File: config.mk
export PLATFORM = sky130hd
export DESIGN_NAME = vseg_decoder
export DESIGN_NICKNAME = d
export VERILOG_FILES = /design/src/rtl/vseg_pkg.sv /design/src/rtl/vseg_region_dec.sv /design/src/rtl/vseg_access_check.sv /design/src/rtl/vseg_pa_form.sv /design/src/rtl/vseg_decoder.sv
export SDC_FILE = /design/constraint.sdc
export NUM_CORES = 1
export LEC_CHECK = 0
export ABC_AREA = 0
export BUFFER_PORTS_ARGS = -buffer_cell sky130_fd_sc_hd__buf_4
export CAP_MARGIN = 20
export CORE_UTILIZATION = 33
export DETAILED_ROUTE_END_ITERATION = 10
export PLACE_DENSITY = 0.84
export SLEW_MARGIN = 0
export SYNTH_ARGS = -nofsm -noshare
export SYNTH_HDL_FRONTEND = slang
export SYNTH_HIERARCHICAL = 1
export SYNTH_SLANG_ARGS = --single-unit
File: constraint.sdc
create_clock -name vclk -period 4.2
set_clock_uncertainty 0.05 [all_clocks]
set_input_delay 0.84 -clock vclk [all_inputs]
set_output_delay 0.84 -clock vclk [all_outputs]
set_load 0.05 [all_outputs]
File: src/rtl/vseg_pkg.sv
package vseg_pkg;

  typedef enum logic [1:0] {
    PRIV_KERNEL = 2'd0,
    PRIV_SUPER  = 2'd1,
    PRIV_USER   = 2'd2,
    PRIV_RSVD   = 2'd3
  } priv_e;

  typedef enum logic [1:0] {
    RC_USER   = 2'd0,
    RC_SUPER  = 2'd1,
    RC_KERNEL = 2'd2
  } refill_e;

  typedef enum logic [2:0] {
    SEG_USER,
    SEG_SUPER,
    SEG_PHYS,
    SEG_KMAP,
    SEG_C_K0,
    SEG_C_K1,
    SEG_C_SUP,
    SEG_C_K3
  } seg_e;

  typedef enum logic [1:0] {
    BYP_PHYS,
    BYP_USER_UNC,
    BYP_K0,
    BYP_K1
  } byp_e;

  localparam logic [2:0] ATTR_UNCACHED = 3'd2;
  localparam logic [2:0] CCA_MAX       = 3'd6;

  typedef struct packed {
    logic    hi_zero_31;
    logic    hi_zero_vw;
    logic    up32_zero;
    logic    sup_hi_zero;
    logic    phys_hi_zero;
    logic    kmap_in_range;
  } range_t;

endpackage

File: src/rtl/vseg_region_dec.sv
module vseg_region_dec
  import vseg_pkg::*;
#(
  parameter int VW = 40,
  parameter int PW = 36
) (
  input  logic [63:0] va,
  output seg_e        seg,
  output range_t      rng
);

  localparam logic [61:0] KMAP_LIMIT = (62'd1 << VW) - (62'd1 << 31);

  logic compat;

  always_comb begin
    compat = &va[63:31];
    unique case (va[63:62])
      2'b00:   seg = SEG_USER;
      2'b01:   seg = SEG_SUPER;
      2'b10:   seg = SEG_PHYS;
      default: begin
        if (compat) begin
          unique case (va[30:29])
            2'b00:   seg = SEG_C_K0;
            2'b01:   seg = SEG_C_K1;
            2'b10:   seg = SEG_C_SUP;
            default: seg = SEG_C_K3;
          endcase
        end else begin
          seg = SEG_KMAP;
        end
      end
    endcase
  end

  always_comb begin
    rng.hi_zero_31    = ~|va[63:31];
    rng.hi_zero_vw    = ~|va[63:VW];
    rng.up32_zero     = ~|va[63:32];
    rng.sup_hi_zero   = ~|va[61:VW];
    rng.phys_hi_zero  = ~|va[58:PW];
    rng.kmap_in_range = (va[61:0] < KMAP_LIMIT);
  end

endmodule

File: src/rtl/vseg_access_check.sv
module vseg_access_check
  import vseg_pkg::*;
(
  input  seg_e        seg,
  input  range_t      rng,
  input  logic [1:0]  priv_mode,
  input  logic        xaddr_en,
  input  logic        err_level,
  input  logic [2:0]  cca,
  output logic        err,
  output logic        bypass,
  output logic        map,
  output byp_e        byp_kind,
  output refill_e     cls
);

  logic is_kern;
  logic is_sup;
  logic is_user;

  // reserved code folds into user
  always_comb begin
    is_kern = (priv_mode == PRIV_KERNEL);
    is_sup  = (priv_mode == PRIV_SUPER);
    is_user = !is_kern && !is_sup;
  end

  always_comb begin
    err      = 1'b0;
    bypass   = 1'b0;
    map      = 1'b0;
    byp_kind = BYP_PHYS;
    cls      = RC_USER;
    unique case (seg)
      SEG_USER: begin

        if (!(xaddr_en ? rng.hi_zero_vw : rng.hi_zero_31)) begin
          err = 1'b1;
        end else if (err_level && rng.up32_zero) begin
          bypass   = 1'b1;
          byp_kind = BYP_USER_UNC;
        end else begin
          map = 1'b1;
          cls = RC_USER;
        end
      end
      SEG_SUPER: begin

        if (is_user || !xaddr_en || !rng.sup_hi_zero) begin
          err = 1'b1;
        end else begin
          map = 1'b1;
          cls = RC_SUPER;
        end
      end
      SEG_PHYS: begin

        if (!is_kern || !xaddr_en || !rng.phys_hi_zero || (cca > CCA_MAX)) begin
          err = 1'b1;
        end else begin
          bypass   = 1'b1;
          byp_kind = BYP_PHYS;
        end
      end
      SEG_KMAP: begin

        if (!is_kern || !xaddr_en || !rng.kmap_in_range) begin
          err = 1'b1;
        end else begin
          map = 1'b1;
          cls = RC_KERNEL;
        end
      end
      SEG_C_K0, SEG_C_K1: begin

        if (!is_kern) begin
          err = 1'b1;
        end else begin
          bypass   = 1'b1;
          byp_kind = (seg == SEG_C_K0) ? BYP_K0 : BYP_K1;
        end
      end
      SEG_C_SUP: begin
        if (is_user) begin
          err = 1'b1;
        end else begin
          map = 1'b1;
          cls = RC_SUPER;
        end
      end
      default: begin
        if (!is_kern) begin
          err = 1'b1;
        end else begin
          map = 1'b1;
          cls = RC_KERNEL;
        end
      end
    endcase
  end

endmodule

File: src/rtl/vseg_pa_form.sv
module vseg_pa_form
  import vseg_pkg::*;
#(
  parameter int PW = 36
) (
  input  logic [63:0]   va,
  input  logic [2:0]    k0_attr,
  input  logic          bypass,
  input  byp_e          byp_kind,
  output logic [PW-1:0] pa,
  output logic [2:0]    cache_attr
);

  logic [PW-1:0] user_pa;
  logic [PW-1:0] compat_pa;

  // zero-extension of the low windows; width picks the variant
  generate
    if (PW > 32) begin : g_wide
      assign user_pa   = {{(PW-32){1'b0}}, va[31:0]};
    end else begin : g_narrow
      assign user_pa   = va[PW-1:0];
    end
  endgenerate
  assign compat_pa = {{(PW-29){1'b0}}, va[28:0]};

  always_comb begin
    pa         = '0;
    cache_attr = 3'd0;
    if (bypass) begin
      unique case (byp_kind)
        BYP_PHYS: begin
          pa         = va[PW-1:0];
          cache_attr = va[61:59];
        end
        BYP_USER_UNC: begin
          pa         = user_pa;
          cache_attr = ATTR_UNCACHED;
        end
        BYP_K0: begin
          pa         = compat_pa;
          cache_attr = k0_attr;
        end
        default: begin
          pa         = compat_pa;
          cache_attr = ATTR_UNCACHED;
        end
      endcase
    end
  end

endmodule

File: src/rtl/vseg_decoder.sv
module vseg_decoder
  import vseg_pkg::*;
#(
  parameter int VW = 40,
  parameter int PW = 36
) (
  input  logic [63:0]   va,
  input  logic [1:0]    priv_mode,
  input  logic          xaddr_en,
  input  logic          err_level,
  input  logic [2:0]    k0_attr,
  output logic          addr_error,
  output logic          unmapped,
  output logic          mapped,
  output logic [PW-1:0] pa,
  output logic [2:0]    cache_attr,
  output logic [1:0]    refill_class
);

  seg_e    seg;
  range_t  rng;
  logic    err;
  logic    bypass;
  logic    map;
  byp_e    byp_kind;
  refill_e cls;

  vseg_region_dec #(.VW(VW), .PW(PW)) u_region (
    .va  (va),
    .seg (seg),
    .rng (rng)
  );

  vseg_access_check u_access (
    .seg       (seg),
    .rng       (rng),
    .priv_mode (priv_mode),
    .xaddr_en  (xaddr_en),
    .err_level (err_level),
    .cca       (va[61:59]),
    .err       (err),
    .bypass    (bypass),
    .map       (map),
    .byp_kind  (byp_kind),
    .cls       (cls)
  );

  vseg_pa_form #(.PW(PW)) u_pa (
    .va         (va),
    .k0_attr    (k0_attr),
    .bypass     (bypass),
    .byp_kind   (byp_kind),
    .pa         (pa),
    .cache_attr (cache_attr)
  );


  always_comb begin
    addr_error   = err;
    unmapped     = bypass;
    mapped       = map;
    refill_class = map ? cls : RC_USER;
  end

endmodule

**Yosys cells after proc, flatten, opt, wreduce, memory -nomap -nowiden**

Index checks and enable logic that the tools add are counted.

- Eq/ne operators: 13
- Div/mod/pow operators: 0
- Add/subtract/negate cells: 0
- Reduce and logical (&&, ||, !) cells: 29
- Mux-type cells: 37
- Bitwise operators: 0
- Magnitude comparators: 2
- Shift-type cells: 0
- $mul: 0

Operators by type and width:

| kind | number |
|---|---|
| $pmux W36 S2 | 1 |
| $lt A62 B40 Y1 const B | 1 |
| $mux W36 | 1 |
| $reduce_and A33 Y1 | 1 |
| $reduce_or A33 Y1 | 1 |
| $reduce_or A32 Y1 | 1 |
| $reduce_or A24 Y1 | 1 |
| $reduce_or A23 Y1 | 1 |
| $reduce_or A22 Y1 | 1 |
| $mux W1 | 20 |
| $mux W2 | 5 |
| $pmux W1 S5 | 2 |
| $eq A3 B3 Y1 const B | 3 |
| $pmux W3 S3 | 1 |
| $eq A2 B1 Y1 const B | 4 |
| $logic_not A2 Y1 | 4 |
| $pmux W2 S4 | 1 |
| $logic_not A1 Y1 | 7 |
| $eq A2 B2 Y1 const B | 3 |
| $eq A3 B2 Y1 const B | 2 |
| $logic_or A1 B1 Y1 | 6 |
| $mux W3 | 2 |
| $pmux W2 S3 | 1 |
| $pmux W3 S2 | 1 |
| 9 further kinds | 10 |

- Bits in latches: 0
- Word-level logic and storage cells: 81
- Input port bits: 71
- RAM bits: 0
- ROM bits: 0
- Memories: 0
- Register bits after elaboration: 0
- Output and inout bits: 44

**Logic depth before layout (Yosys ltp)**

Gate-level depths: netlist (run 1).

- Depth in word-level cells: 11
- Mapped depth: 10
- Mapped depth without buffers: 9

**By module**

Netlist (run 1), hierarchy kept.

By module, submodules not included:

| module | instances | sequential area each (sq um) | cells each | area each (sq um) |
|---|---|---|---|---|
| vseg_pa_form | 1 | 0.0 | 48 | 306.5 |
| vseg_access_check | 1 | 0.0 | 41 | 296.5 |
| vseg_region_dec | 1 | 0.0 | 38 | 246.5 |
| vseg_decoder | 1 | 0.0 | 2 | 12.5 |

**Least setup slack after synthesis (run 1)**

OpenSTA, ideal clock, no wires.

- Kind: input-to-output
- Start point: in va[47]
- End point: out refill_class[0]
- Stages on the path: 9
- Data required time: 3.310 ns
- Path slack: -0.153 ns
- Path buffers: 0
- Data arrival time: 3.463 ns
- Path through: or4_4 > nor2_4 > nand3_4 > nor3_2 > mux2i_1 > nor2b_2 > a221oi_1 > a21oi_1 > and2_1

RTL lines:

| what | line | text |
|---|---|---|
| from (decl) | vseg_decoder.sv:7 | `input logic [63:0] va,` |
| to (decl) | vseg_decoder.sv:17 | `output logic [1:0] refill_class` |

==> results.yml, run 1 <==
finish:
  final_core_util_pct: 72.0
  finalNetCount: 318
  final_cell_mix: "buf_4 (122), and2_1 (38), nor2_1 (10), nand2_1 (7), nand4_1 (7)"
  final_common_cell: "buf_4"
  multiInputGateArea_sq_um: 822
  fillerInstances: 224
  antenna_cells: 0
  syn2layout_area_growth_pct: 107
  layout-drive-gt1-share_pct: 56.3
  final-seq-area_sq_um: 0
  clkbuf_count: 0
  seq_cells: 0
  layout.cells.non_filler: 275
logic_synthesis:
  netlist.top_cell.by_area: "and2_1"
  yosys_warnings: 6
  yosysSeqAreaShare_pct: 0
  syn_avg_cell_area_sq_um: 6.68
  synth_nets: 200
  synth_top_area_share_pct: 27.6
  post_synth_num_cell_types: 40
  syn_inst: 129
  synthTopCellsByArea: "and2_1 (28%), nand4_1 (5.1%), mux2i_1 (4.6%), nor2_1 (4.4%), nor4_1 (4.4%)"
  netlist_area_sq_um: 862
sta:
  max_slew_margin_pct: 78.4
  worstMarginPinSlew_ns: 0.322
  rsz0062_at_grt: "no"
  slew_viol_final: 0
  fmax_ghz: 0.254
  holdWs_ns: 2.00
  tns_ns: 0
  setup_viol: 0
  finalCritPeriodShare_pct: 93.9
  timing_hold_violations_final: 0
  final.min_clock_period_ns: 3.94
  fin_ws_ns: 0.258
placed_design:
  dp.cells: 275
  place_hpwl_um: 2970
  portBuffers: 115
  globalplace.congestion: 0.843
  dpl_worst_slack_ns: 0.103
global_routing:
  grt_overflow_total: 0
  grt_pass1_wl_um: 4980
  grt_max_degree: 19
  track_usage_pct: 22.7
  antenna_found_initial: 0
  grt_pass1_vias: 1254
critical_path:
  max_stage_delay_ns: 0.53
  cpMostUsedCell: "buf_4"
  criticalPathCategory: "in -> out"
  cp-start-kind: "primary input"
  arrival_ns: 3.05
  worstPathCellList: "buf_4 -> or4_4 -> nor2_4 -> nand3_4 -> nor3_2 -> mux2i_1 -> nor2b_2 -> a311o_2 -> nor3b_2 -> and2_1 -> buf_4"
  required_ns: 3.31
  crit_path_end_kind: "primary output"
  critPathMaxFanout: 6
  cp_slowest_cell: "or4_4"
hold_path:
  min_from: "va[24]"
  holdCritPathClass: "in -> out"
  hold_depth: 3
  holdPathEnd: "pa[24]"
detailed_routing:
  drcViolationCount: 0
  wl_per_cell_um: 12.2
  drt_pass1_iterations: 4
  vias: 1401
  wl_um: 3360
  antenna_left: 0
  drtIter0Drc: 19
  vias_per_cell: 5.09
floorplanning:
  rows: 18
  die_y_um: 53.1
  fp.coreArea_sq_mm: 0.00248
  die-area_sq_mm: 0.00282
  start_util_pct: 34.8
  num_io_pins: 115
  dieWidth_um: 53.1
power:
  leakagePower_uw: 0.000889
  power.density_mw_per_mm2: 45.5
  ir_worst_vdd_mv: 0.0449
job:
  drv_cap: 0
status:
  status: "completed"
clock_tree:
  holdBufCountCts: 0
## report_power, final
part	switching, uW	total (uW)	internal [uW]
registers	0	0	0
clock network	0	0	0
logic	29.0	81.0	52.0
## area by class of cell
| cell class | count | share of cell area, % |
|---|---|---|
| inverter | 2 | 0.421 |
| multi-input combinational | 121 | 46.1 |
| tap | 30 | 2.11 |
| timing repair buffer | 122 | 51.4 |
## critical path: cells and delay by family
| kind | cells | cell delay (ns) |
|---|---|---|
| AO/OA/AOI/OAI | 1 | 0.24 |
| buffers and inverters | 2 | 0.30 |
| multiplexers | 1 | 0.11 |
| AND/OR/NAND/NOR | 7 | 1.55 |
## worst max-delay path by stage
stage	start	to	slack [ns]	cells past startpoint
final	va[47]	pa[35]	0.26	11
after global routing	va[62]	pa[35]	0.02	11
after CTS	va[47]	pa[35]	0.10	11
after detailed placement	va[47]	pa[35]	0.10	11
after global placement	va[47]	pa[35]	0.18	11
after floorplan	va[47]	cache_attr[0]	0.12	9
## per-layer routing
layer	share of wire, %	GRT usage (%)	up-vias
met3	7.9	2.59	8
met2	54	41.6	64
met5	0	0	-
met1	36	27.8	624
li1	-	-	705
met4	1.9	5.26	0
## cells by family (layout without fill, tap and decap cells)
logic type / after synthesis / in the layout / share of synthesized area (%)
buffers and inverters: 8 / 124 / 5.80
multiplexers: 5 / 5 / 5.95
AO/OA/AOI/OAI: 16 / 16 / 14.2
AND/OR/NAND/NOR: 100 / 100 / 74.0
## synthesized netlist by cell type
| cell | number |
|---|---|
| a21oi_1 | 3 |
| and2b_1 | 1 |
| buf_4 | 1 |
| mux2i_1 | 4 |
| nand3_4 | 1 |
| a211oi_2 | 1 |
| o21a_1 | 3 |
| a311o_1 | 1 |
| o21ai_1 | 2 |
| buf_6 | 2 |
| a221oi_1 | 1 |
| nand2b_1 | 4 |
| nor2b_2 | 1 |
| mux2_2 | 1 |
| buf_2 | 1 |
| nor2_4 | 1 |
| nor3b_1 | 1 |
| nand4b_1 | 1 |
| clkbuf_1 | 2 |
| and3b_1 | 1 |
| nand4_1 | 7 |
| o221ai_2 | 1 |
| nor2_1 | 10 |
| inv_2 | 1 |
| and2_1 | 38 |
| nand2_1 | 7 |
| o21ai_0 | 2 |
| and4bb_1 | 1 |
| nor3_2 | 3 |
| nand3b_1 | 3 |
| o2bb2ai_1 | 1 |
| and3_1 | 2 |
| inv_1 | 1 |
| or4_4 | 2 |
| nand4bb_1 | 1 |
| nand3_1 | 4 |
| a32o_1 | 1 |
| nor4_1 | 6 |
| nor3_1 | 4 |
| and2b_2 | 1 |
## stage by stage
stage	power, uW	cell area [sq um]
3_5_place_dp	80.9	1780
5_1_grt	88.2	1780
3_3_place_gp	79.6	1780
4_1_cts	81.2	1780
2_1_floorplan	19.9	867
6_report	81.0	1780
## repair_timing
| action | 4_1_cts | 5_1_grt |
|---|---|---|
| resized for setup | 0 | 1 |
| setup buffers | 0 | 0 |
| endpoints found under the setup margin | 0 | 4 |
No activity file was read; power rests on OpenSTA's default activity.
==> run 2, diff against run 1 <==
--- a/config.mk
+++ b/config.mk
@@ -8,9 +8,12 @@
 export ABC_AREA = 0
 export BUFFER_PORTS_ARGS = -buffer_cell sky130_fd_sc_hd__buf_4
 export CAP_MARGIN = 20
-export CORE_UTILIZATION = 33
+export CELL_PAD_IN_SITES_DETAIL_PLACEMENT = 0
+export CELL_PAD_IN_SITES_GLOBAL_PLACEMENT = 1
+export CORE_MARGIN = 2
+export CORE_UTILIZATION = 19
 export DETAILED_ROUTE_END_ITERATION = 10
-export PLACE_DENSITY = 0.84
+export PLACE_DENSITY_LB_ADDON = 0.1
 export SLEW_MARGIN = 0
 export SYNTH_ARGS = -nofsm -noshare
 export SYNTH_HDL_FRONTEND = slang
==> results.yml, run 2 (synthesis results as in run 1) <==
sta:
  worstMarginPinSlew_ns: 0.440
  max_slew_margin_pct: 70.4
  fmax_ghz: 0.253
  final.min_clock_period_ns: 3.96
  fin_ws_ns: 0.242
  finalCritPeriodShare_pct: 94.2
  setup_viol: 0
  rsz0062_at_grt: "no"
  timing_hold_violations_final: 0
  tns_ns: 0
  slew_viol_final: 0
critical_path:
  cpMostUsedCell: "buf_4"
  criticalPathCategory: "in -> out"
  crit_path_end_kind: "primary output"
  max_stage_delay_ns: 0.54
  critPathMaxFanout: 5
  worstPathCellList: "buf_4 -> or4_4 -> nor2_4 -> nand3_4 -> nor3_2 -> mux2i_1 -> nor2b_2 -> a311o_2 -> nor3b_1 -> buf_4 -> and2_1 -> buf_4"
  required_ns: 3.31
  cp-start-kind: "primary input"
  crit_path_start: "va[47]"
  cp_slowest_cell: "or4_4"
  arrival_ns: 3.07
finish:
  final_cell_mix: "buf_4 (122), and2_1 (38), nor2_1 (10), nand2_1 (7), nand4_1 (7)"
  layout-drive-gt1-share_pct: 56.1
  fillerInstances: 482
  seq_cells: 0
  final_core_util_pct: 41.9
  finalNetCount: 319
  final-seq-area_sq_um: 0
  final_common_cell: "buf_4"
  antenna_cells: 0
  clkbuf_count: 0
  syn2layout_area_growth_pct: 112
global_routing:
  antenna_found_initial: 0
  grt_max_degree: 34
  grt_overflow_total: 0
  track_usage_pct: 13.6
  grt_pass1_vias: 1374
  grt_pass1_wl_um: 5950
clock_tree:
  cts_setup_buffers: 0
  postCtsResizedCells: 0
  holdBufCountCts: 0
floorplanning:
  rows: 24
  num_io_pins: 115
  dieWidth_um: 71.4
  fp.coreArea_sq_mm: 0.00435
  start_util_pct: 19.8
  die-area_sq_mm: 0.00509
  die_y_um: 71.4
detailed_routing:
  vias_per_cell: 4.58
  vias: 1366
  drcViolationCount: 0
  antenna_left: 0
  drt_pass1_iterations: 4
  wl_um: 3740
  wl_per_cell_um: 12.5
  drtIter0Drc: 39
job:
  drv_cap: 0
hold_path:
  min_from: "va[20]"
  hold_depth: 3
  holdCritPathClass: "in -> out"
  holdPathEnd: "pa[20]"
power:
  leakagePower_uw: 0.000893
  power.density_mw_per_mm2: 44.8
  ir_worst_vdd_mv: 0.0221
placed_design:
  dpl_worst_slack_ns: 0.233
  portBuffers: 115
  globalplace.congestion: 0.722
  place_hpwl_um: 3310
status:
  status: "completed"
run 2: stage by stage:
stage	cells	instance area (sq um)	power [uW]	hold slack [ns]
2_1_floorplan	129	867	19.9	1.91
3_5_place_dp	298	1830	82.0	2.00
3_3_place_gp	298	1830	82.4	2.00
6_report	298	1830	81.8	2.00
5_1_grt	298	1830	88.6	2.01
4_1_cts	298	1830	82.2	2.00
run 2: worst max-delay path, delay by kind of cell:
family / cells / cell delay, ns
and+or+nand+nor: 7 / 1.43
buffers and inverters: 3 / 0.46
muxes: 1 / 0.11
AOI/OAI and AO/OA: 1 / 0.22
run 2: power by group:
| group | switching [uW] | internal [uW] |
|---|---|---|
| clock network | 0 | 0 |
| registers | 0 | 0 |
| logic | 29.8 | 52.0 |
| total | 29.8 | 52.0 |
run 2: area by class of cell:
| class | instances | area, sq um | share of cell area [%] |
|---|---|---|---|
| Inverter | 2 | 7.51 | 0.411 |
| Multi-Input combinational cell | 121 | 817 | 44.8 |
| Tap cell | 52 | 65.1 | 3.56 |
| Timing Repair Buffer | 123 | 936 | 51.3 |
run 2: worst max-delay path by stage:
stage and to:
6_report pa[34], 2_1_floorplan cache_attr[0], 5_1_grt pa[32], 3_3_place_gp pa[32], 4_1_cts pa[30], 3_5_place_dp pa[30]
run 2: metal layers:
metal  GRT usage (%)  vias up  share of wire, %
li1                -      702                 -
met1            16.7      607                41
met2            25.9       53                52
met3            1.83        4               6.4
met4            1.05        0               1.1
met5               0        -                 0
==> run 3, diff against run 2 <==
--- a/config.mk
+++ b/config.mk
@@ -11,7 +11,7 @@
 export CELL_PAD_IN_SITES_DETAIL_PLACEMENT = 0
 export CELL_PAD_IN_SITES_GLOBAL_PLACEMENT = 1
 export CORE_MARGIN = 2
-export CORE_UTILIZATION = 19
+export CORE_UTILIZATION = 17
 export DETAILED_ROUTE_END_ITERATION = 10
 export PLACE_DENSITY_LB_ADDON = 0.1
 export SLEW_MARGIN = 0
==> constraint.sdc (replaced) <==
create_clock -name vclk -period 3.3
set_clock_uncertainty 0.05 [all_clocks]
set_input_delay 0.66 -clock vclk [all_inputs]
set_output_delay 0.66 -clock vclk [all_outputs]
set_load 0.05 [all_outputs]
==> results.yml, run 3 (synthesis results as in run 1) <==
floorplanning:
  fp.coreArea_sq_mm: 0.00482
  dieWidth_um: 75.2
  die-area_sq_mm: 0.00566
  start_util_pct: 17.9
  num_io_pins: 115
  rows: 25
  die_y_um: 75.2
finish:
  clkbuf_count: 0
  final_cell_mix: "buf_4 (120), and2_4 (33), buf_8 (29), buf_6 (10), nand4_1 (7)"
  layout.cells.non_filler: 351
  final_common_cell: "buf_4"
  fillerInstances: 475
  syn2layout_area_growth_pct: 200
  seq_cells: 0
  finalNetCount: 357
  final-seq-area_sq_um: 0
  layout-drive-gt1-share_pct: 81.0
  antenna_cells: 0
sta:
  final.min_clock_period_ns: 3.52
  setup_viol: 43
  tns_ns: -6.69
  slew_viol_final: 0
  fin_ws_ns: -0.220
  fmax_ghz: 0.284
  timing_hold_violations_final: 0
  rsz0062_at_grt: "yes"
  max_slew_margin_pct: 78.5
  finalCritPeriodShare_pct: 107
  worstMarginPinSlew_ns: 0.320
placed_design:
  portBuffers: 115
  dp.cells: 343
  globalplace.congestion: 0.820
  place_hpwl_um: 3450
clock_tree:
  holdBufCountCts: 0
detailed_routing:
  wl_um: 4160
  dr_wl_met3_um: 241
  met2_length_um: 2270
  drtIter0Drc: 26
  wl_per_cell_um: 11.9
  top_layer: "met3"
  antenna_left: 0
  met1_length_um: 1660
  vias: 1490
  drcViolationCount: 0
  drt_pass1_iterations: 4
  vias_per_cell: 4.25
critical_path:
  cp-start-kind: "primary input"
  arrival_ns: 2.81
  critPathMaxFanout: 6
  criticalPathCategory: "in -> out"
  required_ns: 2.59
  crit_path_end_kind: "primary output"
power:
  power.density_mw_per_mm2: 49.8
  ir_worst_vdd_mv: 0.0323
  leakagePower_uw: 0.00122
global_routing:
  track_usage_pct: 13.0
  grt_pass1_wl_um: 6090
  antenna_found_initial: 0
  grt_max_degree: 20
  grt_overflow_total: 0
  grt_pass1_vias: 1451
hold_path:
  holdCritPathClass: "in -> out"
  holdPathEnd: "pa[20]"
  min_from: "va[20]"
  hold_depth: 3
job:
  drv_cap: 0
status:
  violations: "setup timing"
  status: "complete, but fails checks"
run 3: cell types whose count changed in the layout (fill, tap and decap cells not counted), moves of 4 or more:
cell	previous run	this run
and2_1	38	0
and2_2	0	5
and2_4	0	33
buf_6	0	10
buf_8	0	29
nor2_1	10	4
nor2_2	0	4
run 3: what timing repair did:
| item | in CTS | in global routing |
|---|---|---|
| resized for setup | 33 | 53 |
| pin swaps | 8 | 10 |
| setup buffers | 2 | 5 |
| cloned | 0 | 1 |
| setup endpoints to repair | 44 | 44 |
run 3: cell type report:
| cell class | instances | area, sq um | area share [%] |
|---|---|---|---|
| timing repair buffer | 161 | 1490 | 57.7 |
| multi-input combinational | 121 | 1000 | 38.8 |
| tap | 67 | 83.8 | 3.24 |
| inverter | 2 | 7.51 | 0.290 |
run 3: how the worst max path moves through the flow:
stage	from	endpoint	slack [ns]
detailed placement	va[47]	pa[32]	-0.29
floorplan	va[47]	pa[32]	-0.18
CTS	va[43]	pa[34]	-0.23
finish	va[43]	pa[33]	-0.22
global placement	va[62]	pa[33]	-0.29
global route	va[40]	refill_class[0]	-0.34
run 3: worst max-delay path: stages:
cell and delay (ns):
buf_6 0.09, or4_4 0.53, nor2_4 0.15, nand3_4 0.10, nor3_4 0.18, mux2i_2 0.12, nor2b_4 0.14, a311o_2 0.24
nor3b_4 0.27, and2_4 0.19, buf_8 0.14
run 3: routing by layer:
layer	up-vias	global-route usage, %
met5	-	0
met4	0	0
met3	0	1.61
met2	45	24.1
met1	664	17.1
li1	781	-
run 3: metrics by stage:
step           total power (uW)  utilization (%)  hold slack, ns  cell area, sq um  setup slack, ns
4_1_cts                     127             48.3            1.62              2330           -0.234
5_1_grt                     140             53.8            1.62              2590           -0.338
6_report                    129             53.8            1.61              2590           -0.220
2_1_floorplan              26.4                -            1.44              1010           -0.180
3_3_place_gp                122             45.5            1.65              2190           -0.286
3_5_place_dp                121             45.5            1.65              2190           -0.289
run 3: power breakdown:
group          leakage [uW]  switching [uW]  internal, uW
clock                     0               0             0
sequential                0               0             0
combinational       0.00122            44.8          84.2
total               0.00122            44.8          84.2
